### config.mk
export PLATFORM = sky130hd
export DESIGN_NAME = lcd_mux_drive
export DESIGN_NICKNAME = d
export VERILOG_FILES = /design/src/rtl/lcd_drv_pkg.sv /design/src/rtl/lcd_scan_fsm.sv /design/src/rtl/lcd_disp_mem.sv /design/src/rtl/lcd_level_map.sv /design/src/rtl/lcd_mux_drive.sv
export SDC_FILE = /design/constraint.sdc
export NUM_CORES = 1
export LEC_CHECK = 0
export BUFFER_PORTS_ARGS = -buffer_cell sky130_fd_sc_hd__buf_4
export CAP_MARGIN = 20
export CORE_ASPECT_RATIO = 2
export CORE_UTILIZATION = 63
export CTS_BUF_LIST = sky130_fd_sc_hd__clkbuf_4 sky130_fd_sc_hd__clkbuf_8
export DETAILED_ROUTE_END_ITERATION = 12
export HOLD_SLACK_MARGIN = 0.08
export PLACE_DENSITY = 0.93
export SLEW_MARGIN = 0
export SYNTH_ARGS = -nofsm -noshare
export SYNTH_HDL_FRONTEND = slang
export SYNTH_SLANG_ARGS = --single-unit
export TNS_END_PERCENT = 5
### constraint.sdc
create_clock -name clk -period 2.9 [get_ports clk]
set_clock_uncertainty 0.2 [all_clocks]
set_input_delay 0.58 -clock clk [delete_from_list [all_inputs] [get_ports clk]]
set_output_delay 0.58 -clock clk [all_outputs]
set_load 0.005 [all_outputs]
### src/rtl/lcd_drv_pkg.sv
package lcd_drv_pkg;

    localparam int N_COM = 4;

    typedef enum logic [1:0] {
        LVL_VSS = 2'd0,
        LVL_VC1 = 2'd1,
        LVL_VC2 = 2'd2,
        LVL_VC3 = 2'd3
    } lvl_t;

    typedef enum logic [1:0] {
        DUTY_HALF    = 2'd0,
        DUTY_THIRD   = 2'd1,
        DUTY_QUARTER = 2'd2,
        DUTY_ALT4    = 2'd3
    } duty_t;

    typedef enum logic [1:0] {
        ST_COM0 = 2'd0,
        ST_COM1 = 2'd1,
        ST_COM2 = 2'd2,
        ST_COM3 = 2'd3
    } scan_state_t;

    function automatic logic [2:0] commons_used(input logic [1:0] duty);
        case (duty)
            DUTY_HALF:  return 3'd2;
            DUTY_THIRD: return 3'd3;
            default:    return 3'd4;
        endcase
    endfunction

    function automatic lvl_t com_drive(input logic sel, input logic neg);
        if (sel) return neg ? LVL_VSS : LVL_VC3;
        else     return neg ? LVL_VC2 : LVL_VC1;
    endfunction

    function automatic lvl_t seg_drive(input logic lit, input logic neg);
        if (lit) return neg ? LVL_VC3 : LVL_VSS;
        else     return neg ? LVL_VC1 : LVL_VC2;
    endfunction

endpackage

### src/rtl/lcd_scan_fsm.sv
module lcd_scan_fsm
    import lcd_drv_pkg::*;
#(
    parameter int SLOT_CYCLES = 256
) (
    input  logic             clk,
    input  logic             rst_n,
    input  logic [1:0]       duty,
    output logic [N_COM-1:0] slot_sel,
    output logic             neg_pol
);

    localparam int SW = $clog2(SLOT_CYCLES);
    localparam int FW = $clog2(N_COM * SLOT_CYCLES);
    localparam logic [SW-1:0] SLOT_LAST   = SW'(SLOT_CYCLES - 1);
    localparam logic [FW-1:0] FRAME_LONG  = FW'(N_COM * SLOT_CYCLES - 1);
    localparam logic [FW-1:0] FRAME_SHORT = FW'((N_COM - 1) * SLOT_CYCLES - 1);

    scan_state_t     state, state_nx;
    logic [SW-1:0]   slot_cnt;
    logic [FW-1:0]   frame_cnt;
    logic [FW-1:0]   frame_last;
    logic [FW:0]     half_len;
    logic            slot_end;
    logic [2:0]      ncom;

    assign ncom       = commons_used(duty);
    assign slot_end   = (slot_cnt == SLOT_LAST);
    assign frame_last = (duty == DUTY_THIRD) ? FRAME_SHORT : FRAME_LONG;
    assign half_len   = ({1'b0, frame_last} + 1'b1) >> 1;
    assign neg_pol    = ({1'b0, frame_cnt} >= half_len);

    // slot and frame timebase
    always_ff @(posedge clk or negedge rst_n) begin
        if (!rst_n) begin
            slot_cnt  <= '0;
            frame_cnt <= '0;
        end else begin
            slot_cnt  <= slot_end ? '0 : slot_cnt + 1'b1;
            frame_cnt <= (frame_cnt == frame_last) ? '0 : frame_cnt + 1'b1;
        end
    end

    // state register
    always_ff @(posedge clk or negedge rst_n) begin
        if (!rst_n) state <= ST_COM0;
        else        state <= state_nx;
    end

    // next-state logic
    always_comb begin
        state_nx = state;
        if (slot_end) begin
            unique case (state)
                ST_COM0: state_nx = ST_COM1;
                ST_COM1: state_nx = (ncom == 3'd2) ? ST_COM0 : ST_COM2;
                ST_COM2: state_nx = (ncom == 3'd3) ? ST_COM0 : ST_COM3;
                ST_COM3: state_nx = ST_COM0;
            endcase
        end
    end

    // outputs
    always_comb begin
        slot_sel = '0;
        unique case (state)
            ST_COM0: slot_sel[0] = 1'b1;
            ST_COM1: slot_sel[1] = 1'b1;
            ST_COM2: slot_sel[2] = 1'b1;
            ST_COM3: slot_sel[3] = 1'b1;
        endcase
    end

endmodule

### src/rtl/lcd_disp_mem.sv
module lcd_disp_mem #(
    parameter int DEPTH = 32,
    parameter int N_SEG = 22,
    parameter int NW    = 4,
    localparam int AW   = $clog2(DEPTH)
) (
    input  logic                     clk,
    input  logic                     rst_n,
    input  logic                     we,
    input  logic [AW-1:0]            addr,
    input  logic [NW-1:0]            wdata,
    output logic [N_SEG-1:0][NW-1:0] nib
);

    logic [DEPTH-1:0][NW-1:0] cells;

    always_ff @(posedge clk or negedge rst_n) begin
        if (!rst_n) begin
            cells <= '0;
        end else if (we) begin
            cells[addr] <= wdata;
        end
    end

    for (genvar n = 0; n < N_SEG; n++) begin : g_tap
        assign nib[n] = cells[n];
    end

endmodule

### src/rtl/lcd_level_map.sv
module lcd_level_map
    import lcd_drv_pkg::*;
#(
    parameter int N_SEG = 22
) (
    input  logic [N_COM-1:0]            slot_sel,
    input  logic                        neg_pol,
    input  logic                        pwr_on,
    input  logic                        disp_off,
    input  logic [N_SEG-1:0]            static_mask,
    input  logic [N_SEG-1:0][N_COM-1:0] nib,
    output logic [2*N_COM-1:0]          com_lvl,
    output logic [2*N_SEG-1:0]          seg_lvl
);

    for (genvar k = 0; k < N_COM; k++) begin : g_com
        assign com_lvl[2*k +: 2] = pwr_on ? com_drive(slot_sel[k], neg_pol) : LVL_VC2;
    end

    for (genvar n = 0; n < N_SEG; n++) begin : g_seg
        logic lit;
        assign lit = |(nib[n] & slot_sel) & ~disp_off;
        always_comb begin
            if (static_mask[n])
                seg_lvl[2*n +: 2] = nib[n][0] ? LVL_VC3 : LVL_VSS;
            else if (!pwr_on)
                seg_lvl[2*n +: 2] = LVL_VC2;
            else
                seg_lvl[2*n +: 2] = seg_drive(lit, neg_pol);
        end
    end

endmodule

### src/rtl/lcd_mux_drive.sv
module lcd_mux_drive
    import lcd_drv_pkg::*;
#(
    parameter int SLOT_CYCLES = 256,
    parameter int N_SEG       = 22,
    parameter int MEM_DEPTH   = 32,
    localparam int AW         = $clog2(MEM_DEPTH)
) (
    input  logic               clk,
    input  logic               rst_n,
    input  logic [1:0]         duty_sel,
    input  logic [N_SEG-1:0]   static_mask,
    input  logic               mem_we,
    input  logic [AW-1:0]      mem_addr,
    input  logic [N_COM-1:0]   mem_wdata,
    input  logic               ctl_we,
    input  logic               ctl_pwr_on,
    input  logic               ctl_disp_off,
    output logic [2*N_COM-1:0] com_lvl,
    output logic [2*N_SEG-1:0] seg_lvl
);

    logic                        pwr_q;
    logic                        off_q;
    logic [N_COM-1:0]            slot_sel;
    logic                        neg_pol;
    logic [N_SEG-1:0][N_COM-1:0] nib;

    always_ff @(posedge clk or negedge rst_n) begin
        if (!rst_n) begin
            pwr_q <= 1'b0;
            off_q <= 1'b0;
        end else if (ctl_we) begin
            pwr_q <= ctl_pwr_on;
            off_q <= ctl_disp_off;
        end
    end

    lcd_scan_fsm #(.SLOT_CYCLES(SLOT_CYCLES)) u_scan (
        .clk      (clk),
        .rst_n    (rst_n),
        .duty     (duty_sel),
        .slot_sel (slot_sel),
        .neg_pol  (neg_pol)
    );

    lcd_disp_mem #(.DEPTH(MEM_DEPTH), .N_SEG(N_SEG), .NW(N_COM)) u_mem (
        .clk   (clk),
        .rst_n (rst_n),
        .we    (mem_we),
        .addr  (mem_addr),
        .wdata (mem_wdata),
        .nib   (nib)
    );

    lcd_level_map #(.N_SEG(N_SEG)) u_map (
        .slot_sel    (slot_sel),
        .neg_pol     (neg_pol),
        .pwr_on      (pwr_q),
        .disp_off    (off_q),
        .static_mask (static_mask),
        .nib         (nib),
        .com_lvl     (com_lvl),
        .seg_lvl     (seg_lvl)
    );

endmodule

Word level (Yosys, flattened, before mapping)
Cells that the tools add are included.

Reduce and logical (&&, ||, !) cells: 25. Magnitude comparators: 3. Mux-type cells: 114. Bitwise operators: 45. Div/mod/pow operators: 0. Shifts and indexed selects: 0. Add/subtract/negate cells: 3. Eq/ne operators: 8. $mul: 0.

Operator list (count): $mux 2 (102); $bwmux 128 (1); $and 4x4->4 (22); $reduce_or 4->1 (22); $and 1x1->1 (22); $demux 4 s5 (1); $add 10x1->11 const B (1); $add 10x1->10 const B (1); $eq 10x10->1 (1); $ge 10x10->1 (1); $mux 10 (1); $mux 9 (1); $add 8x1->8 const B (1); $eq 8x8->1 const B (1); $mux 8 (1); $pmux 2 s4 (1); $eq 3x2->1 const B (2); $lt 5x6->1 const B (1); $pmux 3 s2 (1); $ge 5x1->1 const B (1); $eq 2x1->1 const B (2); $eq 2x2->1 const B (2); $logic_not 2->1 (2); $mux 1 (4); other kinds (3) (3).

Word-level logic and storage cells: 235. Bits in writable memories: 0. Bits of input ports: 39. Output and inout port bits: 52. Register bits: 150. Memory bits (read-only): 0. Memories: 0. Bits in latches: 0.

Logic depth before layout (Yosys ltp)
Depth after elaboration: 8. Mapped depth: 6. Depth with buffers taken out: 5.

Cells and area by module
From an unflattened synthesis, not the netlist that was laid out.

Cells, all modules: 537. Area, all modules: 5978.2 µm².

Modules (own cells, without submodules): lcd_disp_mem (area each 3445.8 µm², sequential area each 2202.1 µm², instances 1, cells each 217); lcd_level_map (area each 1408.9 µm², sequential area each 0.0 µm², instances 1, cells each 211); lcd_scan_fsm (area each 1051.0 µm², sequential area each 500.5 µm², instances 1, cells each 105); lcd_mux_drive (area each 72.6 µm², sequential area each 50.0 µm², instances 1, cells each 4).

Worst setup path after synthesis
No wires, ideal clock.

Kind: input port to output port. Start point: input port duty_sel[0]. End point: output port com_lvl[2]. Stages on the path: 6. Setup slack: 0.517 ns. Buffers on the path: 3. Data required time: 2.120 ns. Arrival: 1.603 ns. Path through: and4b_4 -> or3b_1 -> buf_6 -> buf_6 -> inv_1 -> buf_4.

Cells in the longest elaborated chain, start to end: 7. Elaborated cells on any way between the ends: 8. Those cells by class: add/sub (1); order compare (1); eq/ne (1); mux (5).

Ends and longest elaborated chain: start: declaration (RTL line lcd_mux_drive.sv:11) `input logic [1:0] duty_sel,`; $eq 2x1->1 (*) (RTL line lcd_scan_fsm.sv:29) `assign frame_last = (duty == DUTY_THIRD) ? FRAME_SHORT : FRAME_LONG;`; $mux 9 (*) (RTL line lcd_scan_fsm.sv:29); $add 10x1->11 (*) (RTL line lcd_scan_fsm.sv:30) `assign half_len = ({1'b0, frame_last} + 1'b1) >> 1;`; $ge 10x10->1 (*) (RTL line lcd_scan_fsm.sv:31) `assign neg_pol = ({1'b0, frame_cnt} >= half_len);`; $mux 2 (on tied branches) (RTL line lcd_drv_pkg.sv:36, lcd_drv_pkg.sv:35); $mux 2 (*) (RTL line lcd_drv_pkg.sv:35) `if (sel) return neg ? LVL_VSS : LVL_VC3;`; $mux 2 (*) (RTL line lcd_level_map.sv:17) `assign com_lvl[2*k +: 2] = pwr_on ? com_drive(slot_sel[k], neg_pol) : LVL_VC2;`; end: declaration (RTL line lcd_mux_drive.sv:19) `output logic [2*N_COM-1:0] com_lvl,`.

Every way passes the cells marked *; elsewhere a longest branch is shown, timed or not.

Final worst setup path
Start point: register u_scan.state[1]. End point: output port seg_lvl[7].

Cells in the longest elaborated chain, start to end: 8. Elaborated cells on any way between the ends: 14. Those cells by class: eq/ne (3); mux (7); bitwise (2); reduce/logical (2).

Ends and longest elaborated chain: start: declaration (RTL line lcd_scan_fsm.sv:19) `scan_state_t state, state_nx;`; start signal: assignment (RTL line lcd_scan_fsm.sv:47) `else state <= state_nx;`; $eq 2x1->1, or another cell as far along (RTL line lcd_scan_fsm.sv:66) `unique case (state)`; $mux 1 (RTL line lcd_scan_fsm.sv:66); $and 4x4->4 (*) (RTL line lcd_level_map.sv:22) `assign lit = |(nib[n] & slot_sel) & ~disp_off;`; $reduce_or 4->1 (*) (RTL line lcd_level_map.sv:22); $and 1x1->1 (*) (RTL line lcd_level_map.sv:22); $mux 2 (*) (RTL line lcd_drv_pkg.sv:40) `if (lit) return neg ? LVL_VC3 : LVL_VSS;`; $mux 2 (*) (RTL line lcd_level_map.sv:26) `else if (!pwr_on)`; $mux 2 (*) (RTL line lcd_level_map.sv:24) `if (static_mask[n])`; end: declaration (RTL line lcd_mux_drive.sv:20) `output logic [2*N_SEG-1:0] seg_lvl`.

Marks and branches as above.

==> run summary <==
Max-Slew Margin vs Limit - 48.8%
Final Critical Period - 2.84 ns
Max Cap Viol - 0
Final Cell Area - 0.00672 sq mm
Synth Warn # - 0
Post-synthesis area per instance - 11.4 sq um
Total negative slack - 0 ns
DR DRC count - 0
H-tree depth - 3
Drt total wl - 12800 microns
Fin crit share - 97.9%
I/O pin count - 91
Syn nets - 545
Reg2reg start - u_scan.frame_cnt[0]
Mapped Cells - 503
Port buffer count - 90
Clk Latency, worst-skew pair - 0.37 ns
Register area share after synthesis - 47.8%
Die area - 0.00955 sq mm
Via count - 4208
Crit path cell chain - buf_12 -> mux2i_1 -> o22ai_1 -> mux2i_1 -> o21ai_1 -> buf_4
Clock sink total - 110
FF+latch count, synth - 110
Max rail drop VDD - 466 uV
Tot GR Track Use - 28.3%
Hold WC Path Type - primary input to async pin
Largest stage delay, worst path - 0.60 ns
Initial antenna violation count - 0
Worst-path maximum fanout - 21
Worst path arrival time - 2.06 ns
CTS Buffer Depth - 2
Cell area after synthesis - 0.00576 sq mm
First-pass DRT Iterations - 4
Least-Margin Pin Slew - 0.768 ns
TritonCTS clock tree - done
Synth cell types - 39
Die X - 69.6 microns
Initial DRC Count - 250
Largest net degree at the start of global routing - 61
Area delta synth->final - 16.7%
Critical path startpoint category - flop
Core Box Area - 0.00895 sq mm
ANT cells - 0
Fraction of layout cells with a size suffix above 1 - 36.8%
Power after layout - 0.00365 W
Via/cell ratio - 6.11
Root Driver - clkbuf_8
Worst r2r path cells - 5
Clk slew on worst S/H paths - 0.10 ns
RSZ-0062 raised after global routing - false
Power Density - 544 mW/mm^2
RR Endpoint - u_scan.frame_cnt[9]
Number of global-route vias before repair - 4280
Total grt overflow - 0
Critical path class - flop to output pin
Leakage - 2.95 nW
Req. time, crit path - 2.12 ns
First-pass GRT wire length - 20800 microns
# rows - 49
DP Area - 0.00651 sq mm
GPL Wtd Cong - 0.792
ANT nets after route - 0
Most frequent CP cell - mux2i_1
Setup violators final - 0
R2R Setup Slk - 0.99 ns
F_max - 352 MHz
Die height - 137 microns
Core Util, Final - 75.1%
WL per Instance - 18.6 microns
Outcome - completed
Highest-delay cell along the critical path - dfrtp_4
Element type at the critical path end - output pin
NumNets Final - 625
Slew Limit Fails - 0
Initial Utilization - 64.3%
Final hold vios - 0
CTS buffer count - 9
DP HPWL - 8970 microns
cell type report:
class | instances | area [sq um]
clock inverter | 3 | 43.8
sequential | 110 | 2760
timing repair buffer | 99 | 793
tap | 102 | 128
multi-input combinational | 357 | 2820
inverter | 6 | 22.5
fill | 570 | 2230
clock buffer | 12 | 159
routing by layer:
| metal | track usage (%) | vias up | wire length, microns |
|---|---|---|---|
| met5 | 0 | - | 0 |
| met3 | 4.54 | 35 | 453 |
| met2 | 52.4 | 122 | 7120 |
| met1 | 31.2 | 2105 | 4810 |
| li1 | - | 1946 | - |
| met4 | 13.6 | 0 | 405 |
metrics by stage:
stage | instances | hold WS [ns] | setup WS [ns]
finish | 689 | 0.0640 | 0.0617
global placement | 674 | 0.235 | 0.283
global route | 689 | 0.119 | 0.00904
detailed placement | 674 | 0.263 | 0.225
CTS | 689 | 0.103 | 0.0494
floorplan | 503 | 0.0844 | 0.517
how the worst max path moves through the flow:
stage	from	end	slack, ns	cells after the start
after floorplan	duty_sel[0]	com_lvl[2]	0.52	6
after global placement	duty_sel[0]	seg_lvl[43]	0.28	7
after detailed placement	u_scan.state[0]	seg_lvl[31]	0.23	5
after CTS	u_scan.state[1]	seg_lvl[31]	0.05	6
after global routing	u_scan.frame_cnt[7]	seg_lvl[1]	0.009	6
final	u_scan.state[1]	seg_lvl[7]	0.06	6
critical path: cells and delay by family (launching register included):
kind | cells | cell delay [ns]
buffers and inverters | 2 | 0.35
multiplexers | 2 | 0.37
AO/OA/AOI/OAI | 2 | 0.36
flip-flops | 1 | 0.60
cell families (layout without fill, tap and decap cells):
kind of cell	after synthesis	after routing	synth area share, %
adder cells (fa/ha/maj)	3	3	0.652
multiplexers	158	158	29.4
AO/OA/AOI/OAI	75	75	7.28
flip-flops	110	110	47.8
buffers and inverters	36	120	3.37
XOR/XNOR	16	16	2.43
AND/OR/NAND/NOR	105	105	9.04
report_power, final:
part | switching, W | total (W) | internal [W]
registers | 0.000154 | 0.00193 | 0.00177
logic | 0.000331 | 0.000773 | 0.000442
clock network | 0.000500 | 0.000952 | 0.000452
total | 0.000985 | 0.00365 | 0.00267
Yosys cell counts (all sizes together):
library cell	n	area, sq um
a21oi	3	15.0
a311o	1	10.0
and2	3	18.8
and3	3	18.8
and3b	1	8.76
and4	2	18.8
and4b	1	13.8
buf	16	119
clkbuf	14	52.6
dfrtp	110	2750
ha	3	37.5
inv	6	22.5
mux2	91	1020
mux2i	67	671
nand2	52	195
nand2b	2	12.5
nand3	4	20.0
nand3b	2	15.0
nor2	18	67.6
nor2b	4	25.0
nor3	4	25.0
nor3b	4	45.1
nor4	1	6.26
o2111ai	1	8.76
o21ai	47	239
o22ai	22	138
o41ai	1	8.76
or2	2	12.5
or3b	2	17.5
xnor2	8	70.1
xor2	8	70.1
sequential cells by signal (all words and copies together), names as in the netlist:
register          count
off_q                 1
pwr_q                 1
u_mem.nib            88
u_scan.frame_cnt     10
u_scan.slot_cnt       8
u_scan.state          2
timing repair:
| action | 4_1_cts | 5_1_grt |
|---|---|---|
| hold buffers | 0 | 0 |
| setup buffers | 0 | 0 |
| resized for setup | 2 | 2 |
| setup endpoints to repair | 22 | 5 |
cells in the final DEF (no fill, tap or decap), types with 11 or more instances in the layout:
cell type,netlist,layout
o21ai_1,21,21
mux2_2,91,91
nand2_1,52,52
dfrtp_1,110,108
clkbuf_8,0,11
mux2i_1,67,67
o22ai_1,22,22
o21ai_0,25,25
nor2_1,18,18
buf_4,8,95
(Power assumes the default switching activity.)
